<file path="config.mk">
export PLATFORM = sky130hd
export DESIGN_NAME = memmap_decoder
export DESIGN_NICKNAME = d
export VERILOG_FILES = /design/src/rtl/memmap_pkg.sv /design/src/rtl/memmap_lanes.sv /design/src/rtl/memmap_region.sv /design/src/rtl/memmap_remap_reg.sv /design/src/rtl/memmap_decoder.sv
export SDC_FILE = /design/constraint.sdc
export NUM_CORES = 1
export LEC_CHECK = 0
export BUFFER_PORTS_ARGS = -buffer_cell sky130_fd_sc_hd__buf_2
export CAP_MARGIN = 5
export CORE_MARGIN = 4
export CORE_UTILIZATION = 40
export CTS_CLUSTER_DIAMETER = 60
export DETAILED_ROUTE_END_ITERATION = 12
export PLACE_DENSITY = 0.71
export SYNTH_ARGS = -nofsm -noshare
export SYNTH_HDL_FRONTEND = slang
export SYNTH_SLANG_ARGS = --single-unit
export TNS_END_PERCENT = 30
</file>
<file path="constraint.sdc">
create_clock -name clk -period 3.1 [get_ports clk]
set_input_delay 0.465 -clock clk [delete_from_list [all_inputs] [get_ports clk]]
set_output_delay 0.465 -clock clk [all_outputs]
set_load 0.03 [all_outputs]
</file>
<file path="src/rtl/memmap_pkg.sv">
// Shared types for the remappable memory address decoder.
// Assumes a 32-bit byte-addressed little-endian bus with four byte lanes.
package memmap_pkg;

    // Access size code carried on the bus
    typedef enum logic [1:0] {
        SZ_BYTE = 2'd0,
        SZ_HALF = 2'd1,
        SZ_WORD = 2'd2,
        SZ_BAD  = 2'd3
    } acc_size_e;

    // Decoded destination of one access
    typedef enum logic [1:0] {
        TGT_NONE  = 2'd0,
        TGT_SRAM  = 2'd1,
        TGT_FLASH = 2'd2,
        TGT_MMR   = 2'd3
    } target_e;

endpackage

</file>
<file path="src/rtl/memmap_lanes.sv">
// Byte-lane generator: turns size and low address bits into four lane
// enables (lane n carries byte address n mod 4) and flags accesses whose
// address is not a multiple of their size, or whose size code is illegal.
// Assumes a four-lane bus; purely combinational.
module memmap_lanes
    import memmap_pkg::*;
(
    input  logic [1:0] size,
    input  logic [1:0] a_lo,
    output logic [3:0] lanes,
    output logic       misalign
);

    // Decode lane enables and alignment fault for each size
    always_comb begin
        lanes    = 4'b0000;
        misalign = 1'b0;
        case (acc_size_e'(size))
            SZ_BYTE: lanes = 4'b0001 << a_lo;
            SZ_HALF: begin
                misalign = a_lo[0];
                lanes    = a_lo[1] ? 4'b1100 : 4'b0011;
            end
            SZ_WORD: begin
                misalign = |a_lo;
                lanes    = 4'b1111;
            end
            default: misalign = 1'b1;
        endcase
    end

endmodule

</file>
<file path="src/rtl/memmap_region.sv">
// Region decoder: maps a 32-bit address to SRAM, flash, register block or
// nothing, and produces the local offset. The alias window at address zero
// mirrors flash when remap is 1 and SRAM (repeating) when remap is 0.
// Reports whether the flash offset falls in the protected boot page.
// Assumes power-of-two region sizes and bases aligned to their size.
module memmap_region
    import memmap_pkg::*;
#(
    parameter logic [31:0] SRAM_BASE   = 32'h0001_0000,
    parameter int unsigned SRAM_BYTES  = 8192,
    parameter logic [31:0] FLASH_BASE  = 32'h0008_0000,
    parameter int unsigned FLASH_BYTES = 65536,
    parameter int unsigned BOOT_BYTES  = 2048,
    parameter logic [31:0] MMR_BASE    = 32'hFFFF_0000,
    parameter int unsigned MMR_BYTES   = 65536,
    parameter int unsigned ALIAS_BYTES = 65536,
    parameter int unsigned OFS_W       = 16
)(
    input  logic [31:0]      addr,
    input  logic             remap,
    output target_e          tgt,
    output logic [OFS_W-1:0] ofs,
    output logic             boot_hit
);

    localparam int unsigned SRAM_AW   = $clog2(SRAM_BYTES);
    localparam int unsigned FLASH_AW  = $clog2(FLASH_BYTES);
    localparam int unsigned MMR_AW    = $clog2(MMR_BYTES);
    localparam int unsigned BOOT_LOW  = FLASH_BYTES - BOOT_BYTES;

    logic in_alias, in_sram, in_flash, in_mmr;
    logic [OFS_W-1:0] sram_ofs, flash_ofs, mmr_ofs;

    // Region hits by unsigned distance from each base (handles top-of-space wrap)
    assign in_alias = addr < 32'(ALIAS_BYTES);
    assign in_sram  = (addr - SRAM_BASE)  < 32'(SRAM_BYTES);
    assign in_flash = (addr - FLASH_BASE) < 32'(FLASH_BYTES);
    assign in_mmr   = (addr - MMR_BASE)   < 32'(MMR_BYTES);

    // Local offsets: low address bits of each target, zero-extended
    assign sram_ofs  = OFS_W'(addr[SRAM_AW-1:0]);
    assign flash_ofs = OFS_W'(addr[FLASH_AW-1:0]);
    assign mmr_ofs   = OFS_W'(addr[MMR_AW-1:0]);

    // Pick the target and its offset; the alias follows the remap bit
    always_comb begin
        tgt = TGT_NONE;
        ofs = '0;
        if (in_alias) begin
            tgt = remap ? TGT_FLASH : TGT_SRAM;
            ofs = remap ? flash_ofs : sram_ofs;
        end else if (in_sram) begin
            tgt = TGT_SRAM;
            ofs = sram_ofs;
        end else if (in_flash) begin
            tgt = TGT_FLASH;
            ofs = flash_ofs;
        end else if (in_mmr) begin
            tgt = TGT_MMR;
            ofs = mmr_ofs;
        end
    end

    // Boot page: upper flash offsets, reached directly or through the alias
    assign boot_hit = (tgt == TGT_FLASH) && (flash_ofs >= OFS_W'(BOOT_LOW));

endmodule

</file>
<file path="src/rtl/memmap_remap_reg.sv">
// One-bit remap control register. Resets to 1 (flash at address zero).
// Loads write-data bit 0 when the decoder qualifies a write to it.
// Assumes the caller has already checked target, offset, lane and faults.
module memmap_remap_reg (
    input  logic        clk,
    input  logic        rst_n,
    input  logic        wr_hit,
    input  logic [31:0] wdata,
    output logic        remap
);

    logic unused_wdata;
    assign unused_wdata = ^wdata[31:1];

    // Hold the remap bit; only bit 0 of the data is stored
    always_ff @(posedge clk) begin
        if (!rst_n)      remap <= 1'b1;
        else if (wr_hit) remap <= wdata[0];
    end

endmodule

</file>
<file path="src/rtl/memmap_decoder.sv">
// Remappable memory address decoder, top level. Decodes each bus access
// into one target select, a local offset and byte-lane enables, all
// registered one cycle after the access. Faults (unmapped, misaligned,
// boot-page write) raise bus_err with no select. Hosts the remap register
// inside the register block at offset REMAP_OFS.
// Assumes at most one access per cycle and lane-aligned write data.
module memmap_decoder
    import memmap_pkg::*;
#(
    parameter logic [31:0] SRAM_BASE   = 32'h0001_0000,
    parameter int unsigned SRAM_BYTES  = 8192,
    parameter logic [31:0] FLASH_BASE  = 32'h0008_0000,
    parameter int unsigned FLASH_BYTES = 65536,
    parameter int unsigned BOOT_BYTES  = 2048,
    parameter logic [31:0] MMR_BASE    = 32'hFFFF_0000,
    parameter int unsigned MMR_BYTES   = 65536,
    parameter int unsigned ALIAS_BYTES = 65536,
    parameter int unsigned REMAP_OFS   = 32'h0220,
    localparam int unsigned OFS_W = $clog2(
        (FLASH_BYTES > MMR_BYTES) ?
            ((FLASH_BYTES > SRAM_BYTES) ? FLASH_BYTES : SRAM_BYTES) :
            ((MMR_BYTES > SRAM_BYTES) ? MMR_BYTES : SRAM_BYTES))
)(
    input  logic             clk,
    input  logic             rst_n,
    input  logic [31:0]      bus_addr,
    input  logic [1:0]       bus_size,
    input  logic             bus_rd,
    input  logic             bus_wr,
    input  logic [31:0]      bus_wdata,
    output logic             sel_sram,
    output logic             sel_flash,
    output logic             sel_mmr,
    output logic [OFS_W-1:0] loc_ofs,
    output logic [3:0]       lane_en,
    output logic             bus_err
);

    logic             remap;
    target_e          tgt;
    logic [OFS_W-1:0] ofs;
    logic             boot_hit;
    logic [3:0]       lanes;
    logic             misalign;
    logic             acc;
    logic             fault;
    logic             remap_hit;

    memmap_region #(
        .SRAM_BASE   (SRAM_BASE),
        .SRAM_BYTES  (SRAM_BYTES),
        .FLASH_BASE  (FLASH_BASE),
        .FLASH_BYTES (FLASH_BYTES),
        .BOOT_BYTES  (BOOT_BYTES),
        .MMR_BASE    (MMR_BASE),
        .MMR_BYTES   (MMR_BYTES),
        .ALIAS_BYTES (ALIAS_BYTES),
        .OFS_W       (OFS_W)
    ) u_region (
        .addr     (bus_addr),
        .remap    (remap),
        .tgt      (tgt),
        .ofs      (ofs),
        .boot_hit (boot_hit)
    );

    memmap_lanes u_lanes (
        .size     (bus_size),
        .a_lo     (bus_addr[1:0]),
        .lanes    (lanes),
        .misalign (misalign)
    );

    // Qualify the access and collect every reason to reject it
    assign acc   = bus_rd | bus_wr;
    assign fault = misalign | (tgt == TGT_NONE) | (bus_wr & boot_hit);

    // Remap register write: clean write to its offset that carries lane 0
    assign remap_hit = acc && bus_wr && !fault && (tgt == TGT_MMR) &&
                       (ofs == OFS_W'(REMAP_OFS)) && lanes[0];

    memmap_remap_reg u_remap (
        .clk    (clk),
        .rst_n  (rst_n),
        .wr_hit (remap_hit),
        .wdata  (bus_wdata),
        .remap  (remap)
    );

    // Register the decode result; faults and idle cycles drive nothing
    always_ff @(posedge clk) begin
        if (!rst_n) begin
            sel_sram  <= 1'b0;
            sel_flash <= 1'b0;
            sel_mmr   <= 1'b0;
            loc_ofs   <= '0;
            lane_en   <= 4'b0000;
            bus_err   <= 1'b0;
        end else begin
            sel_sram  <= acc && !fault && (tgt == TGT_SRAM);
            sel_flash <= acc && !fault && (tgt == TGT_FLASH);
            sel_mmr   <= acc && !fault && (tgt == TGT_MMR);
            loc_ofs   <= (acc && !fault) ? ofs : '0;
            lane_en   <= (acc && !fault) ? lanes : 4'b0000;
            bus_err   <= acc && fault;
        end
    end

endmodule

</file>
==> impl_metrics.tcl <==
set metrics [dict create \
    synth_compound_area_share_pct 26.6 \
    insertion_delay_ps 270 \
    worst_setup_path_startpoint "bus_addr[20]" \
    synth_xor_xnor_area_share_pct 1.40 \
    grt_max_degree 20 \
    critical_path.max_fanout 17 \
    synth_top_area_share_pct 26.6 \
    final_min_period_over_clock_period_pct 86.4 \
    r2r_cells 5 \
    rr_startpoint "u_remap.remap" \
    outcome "completed" \
    ir_worst_vdd_uv 143 \
    clk_path_buf_depth 2 \
    die-width_um 76.5 \
    finalNonFillerCells 328 \
    final_period_minus_worst_setup_slack_ps 2680 \
    cp_num_cells 9 \
    synthesis.nets 291 \
    start_kind "primary input" \
    first_global_vias 1845 \
    die_height_um 76.5 \
    clock-root-buffer "sky130_fd_sc_hd__clkbuf_8" \
    routedWlPerCell_um 15.8 \
    layout.nets 350 \
    cts.clk_slew.worst_paths_ps 80 \
    antenna_found_initial 0 \
    report.final.setup_viol 0 \
    detailroute.via_count 1988 \
    cp_common_cell "sky130_fd_sc_hd__a211oi_1" \
    buffers_inverters_on_critical_path 2 \
    synthFlopType "sky130_fd_sc_hd__dfxtp_1" \
    timing.max_slew.rel_slack_pct 66.7 \
    post_cts_buffers 0 \
    cts_tree "built" \
    most-common-layout-cells "62 x sky130_fd_sc_hd__buf_2, 25 x sky130_fd_sc_hd__dfxtp_1, 13 x sky130_fd_sc_hd__inv_1, 13 x sky130_fd_sc_hd__nand4_1, 12 x sky130_fd_sc_hd__nor2_1" \
    worstSetupPathType "primary input to register" \
    post-route-worst-setup-slack_ps 421 \
    synth-seq-cells 25 \
    iteration_count_of_the_initial_detailed_routing_pass 4 \
    postCtsResizedCells 0 \
    critical_path_arrival_ps 2860 \
    crit_path_top_delay_cell "sky130_fd_sc_hd__ha_1" \
    placed_cells_incl_taps 324 \
    route.detailed.drc 0 \
    critical_path_end_type "register" \
    max_freq_ghz 0.373 \
    r2r-end "loc_ofs[15]" \
    ant_nets 0 \
    cpPeakStageDelay_ps 390 \
    timing_worst_slew_pin_value_ps 486 \
    synthSimpleGateAreaFrac_pct 34.8 \
    dpl_worst_slack_ps 174 \
    global_placer_s_final_weighted_congestion 0.958 \
    syn-mean-instance-area_um2 8.61 \
    grt_setup_unrepaired "no" \
    site_rows 24 \
    hold_buffers 0 \
    cp_data_required_time_ps 3280 \
    cts.htree.levels 1 \
    first_pass_grt_wire_length_mm 8.73 \
    fin_skew_ps 2.24 \
    reg2reg_setup_slack_ps 1700 \
    postSynthCellCount 218 \
    die_area_mm2 0.00586 \
    hold_viol_final 0 \
    synth.yosys.seq_area_share_pct 26.6 \
    critical_path.top_delay_family "compound AO/OA/AOI/OAI gates" \
    num_cts_buffers 3 \
    diodes 0 \
    yosys_warnings 0 \
    synth_area_leaders "sky130_fd_sc_hd__dfxtp_1 27%, sky130_fd_sc_hd__a211oi_2 6.7%, sky130_fd_sc_hd__nand4_1 4.3%" \
    crit_path_cells "buf_2 > inv_1 > ha_1 > or3b_1 > a211oi_1 > o311ai_1 > a32oi_2 > nand2_4 > a211oi_1" \
    power.density_cell_area_mw_per_mm2 290 \
    mappedNetlistArea_mm2 0.00188 \
    start_util_pct 42.3 \
    design_area_mm2 0.00224 \
    numClockSinks 25 \
    report.final.slew_viol_count 0 \
    synth_adder_area_share_pct 2.00 \
    numPortBuffers 62 \
    p_leak_uw 0.000858 \
    ys_types 63 \
    synth_edf_count 0 \
    grt_use_total_pct 17.8 \
    netlist.top_cell.by_area "sky130_fd_sc_hd__dfxtp_1" \
    synthArstFlopShare_pct 0 \
    dp.final_hpwl_mm 3.99 \
    boundary_pins 94 \
    timing.setup.tns_ps 0 \
    mostFrequentLayoutCell "sky130_fd_sc_hd__buf_2" \
    endpoint "loc_ofs[10]" \
    yosys-mux-area-fraction_pct 1.13 \
    type_of_the_most_critical_hold_path "primary input to register" \
    max_cap_violations 0 \
    postPlaceCellArea_mm2 0.00219 \
    dr.first_iter.drc_count 133 \
    final.fill_count 429 \
    coreArea_mm2 0.00444 \
    layout-drive-gt1-share_pct 35.9 \
    route.detailed.vias_per_inst 6.06 \
    post_synthesis_to_final_layout_area_growth_pct 19.3 \
    routed_wirelength_mm 5.17 \
    grt_overflow_total 0 \
    combinational_family_with_the_most_area_after_synthesis "simple AND/OR/NAND/NOR gates" \
]
## layout make-up
| type | count | area, um2 | share of cell area [%] |
|---|---|---|---|
| Inverter | 13 | 48.8 | 2.18 |
| Tap cell | 52 | 65.1 | 2.90 |
| Timing Repair Buffer | 66 | 340 | 15.2 |
| Sequential cell | 25 | 500 | 22.3 |
| Multi-Input combinational cell | 168 | 1240 | 55.3 |
| Clock inverter | 1 | 5.00 | 0.223 |
| Clock buffer | 3 | 41.3 | 1.84 |
## registers in the layout (all words and copies together), names as in the netlist
name / flops
loc_ofs: 16
lane_en: 4
bus_err: 1
sel_flash: 1
sel_mmr: 1
sel_sram: 1
u_remap.remap: 1
## power breakdown
part           switching [uW]  internal [uW]  total [uW]  leakage [uW]
Sequential              0.286            322         322      0.000202
Clock                     100           89.8         190     0.0000255
Combinational            87.1           49.7         137      0.000630
Total                     188            461         649      0.000858
## stage by stage
step	power [uW]	hold WS [ps]	utilization [%]
after global placement	463	532	49.4
after detailed placement	464	536	49.4
after CTS	647	394	50.4
after global routing	687	379	50.4
final	649	395	50.4
after floorplan	416	498	-
## cell usage after synthesis (all sizes together), types with 4 or more instances
cell and number:
nor4b 5, a21oi 10, dfxtp 25, nand2 9
nand4 13, inv 13, or2 5, nor2 14
nor3 10, nand3 10, nor2b 5, and3 4
o21ai 10, nand2b 5, buf 10, a211oi 18
nor4 5
## worst min path at each step
stage,start,end,slack (ps),cells past startpoint
finish,rst_n,u_remap.remap,400,2
floorplan,u_remap.remap,u_remap.remap,500,2
CTS,rst_n,u_remap.remap,390,2
global placement,u_remap.remap,u_remap.remap,530,2
global route,rst_n,u_remap.remap,380,2
detailed placement,u_remap.remap,u_remap.remap,540,2
## logic make-up (layout without fill, tap and decap cells)
family	count (synthesis)	after routing
and+or+nand+nor	103	103
AOI/OAI and AO/OA	57	57
DFF	25	25
buffers and inverters	25	83
xor gates and xnor gates	3	3
adders and majority gates	3	3
muxes	2	2
## metal layers
metal / up-vias / wire length [um] / share of wire [%] / global-route usage, %
met5: - / 0 / 0 / 0
met4: 0 / 56 / 1.1 / 4.89
met3: 9 / 418 / 8.1 / 2.84
li1: 960 / - / - / -
met2: 100 / 2360 / 46 / 27.9
met1: 919 / 2330 / 45 / 25.0
## worst register-to-register path: cells and delay by family, from the launching register on
kind / cells / cell delay [ps]
buffers and inverters: 2 / 240
AND/OR/NAND/NOR: 2 / 600
AO/OA/AOI/OAI: 1 / 90
flip-flops: 1 / 390
Note: power is estimated with default switching activity, not from simulation.
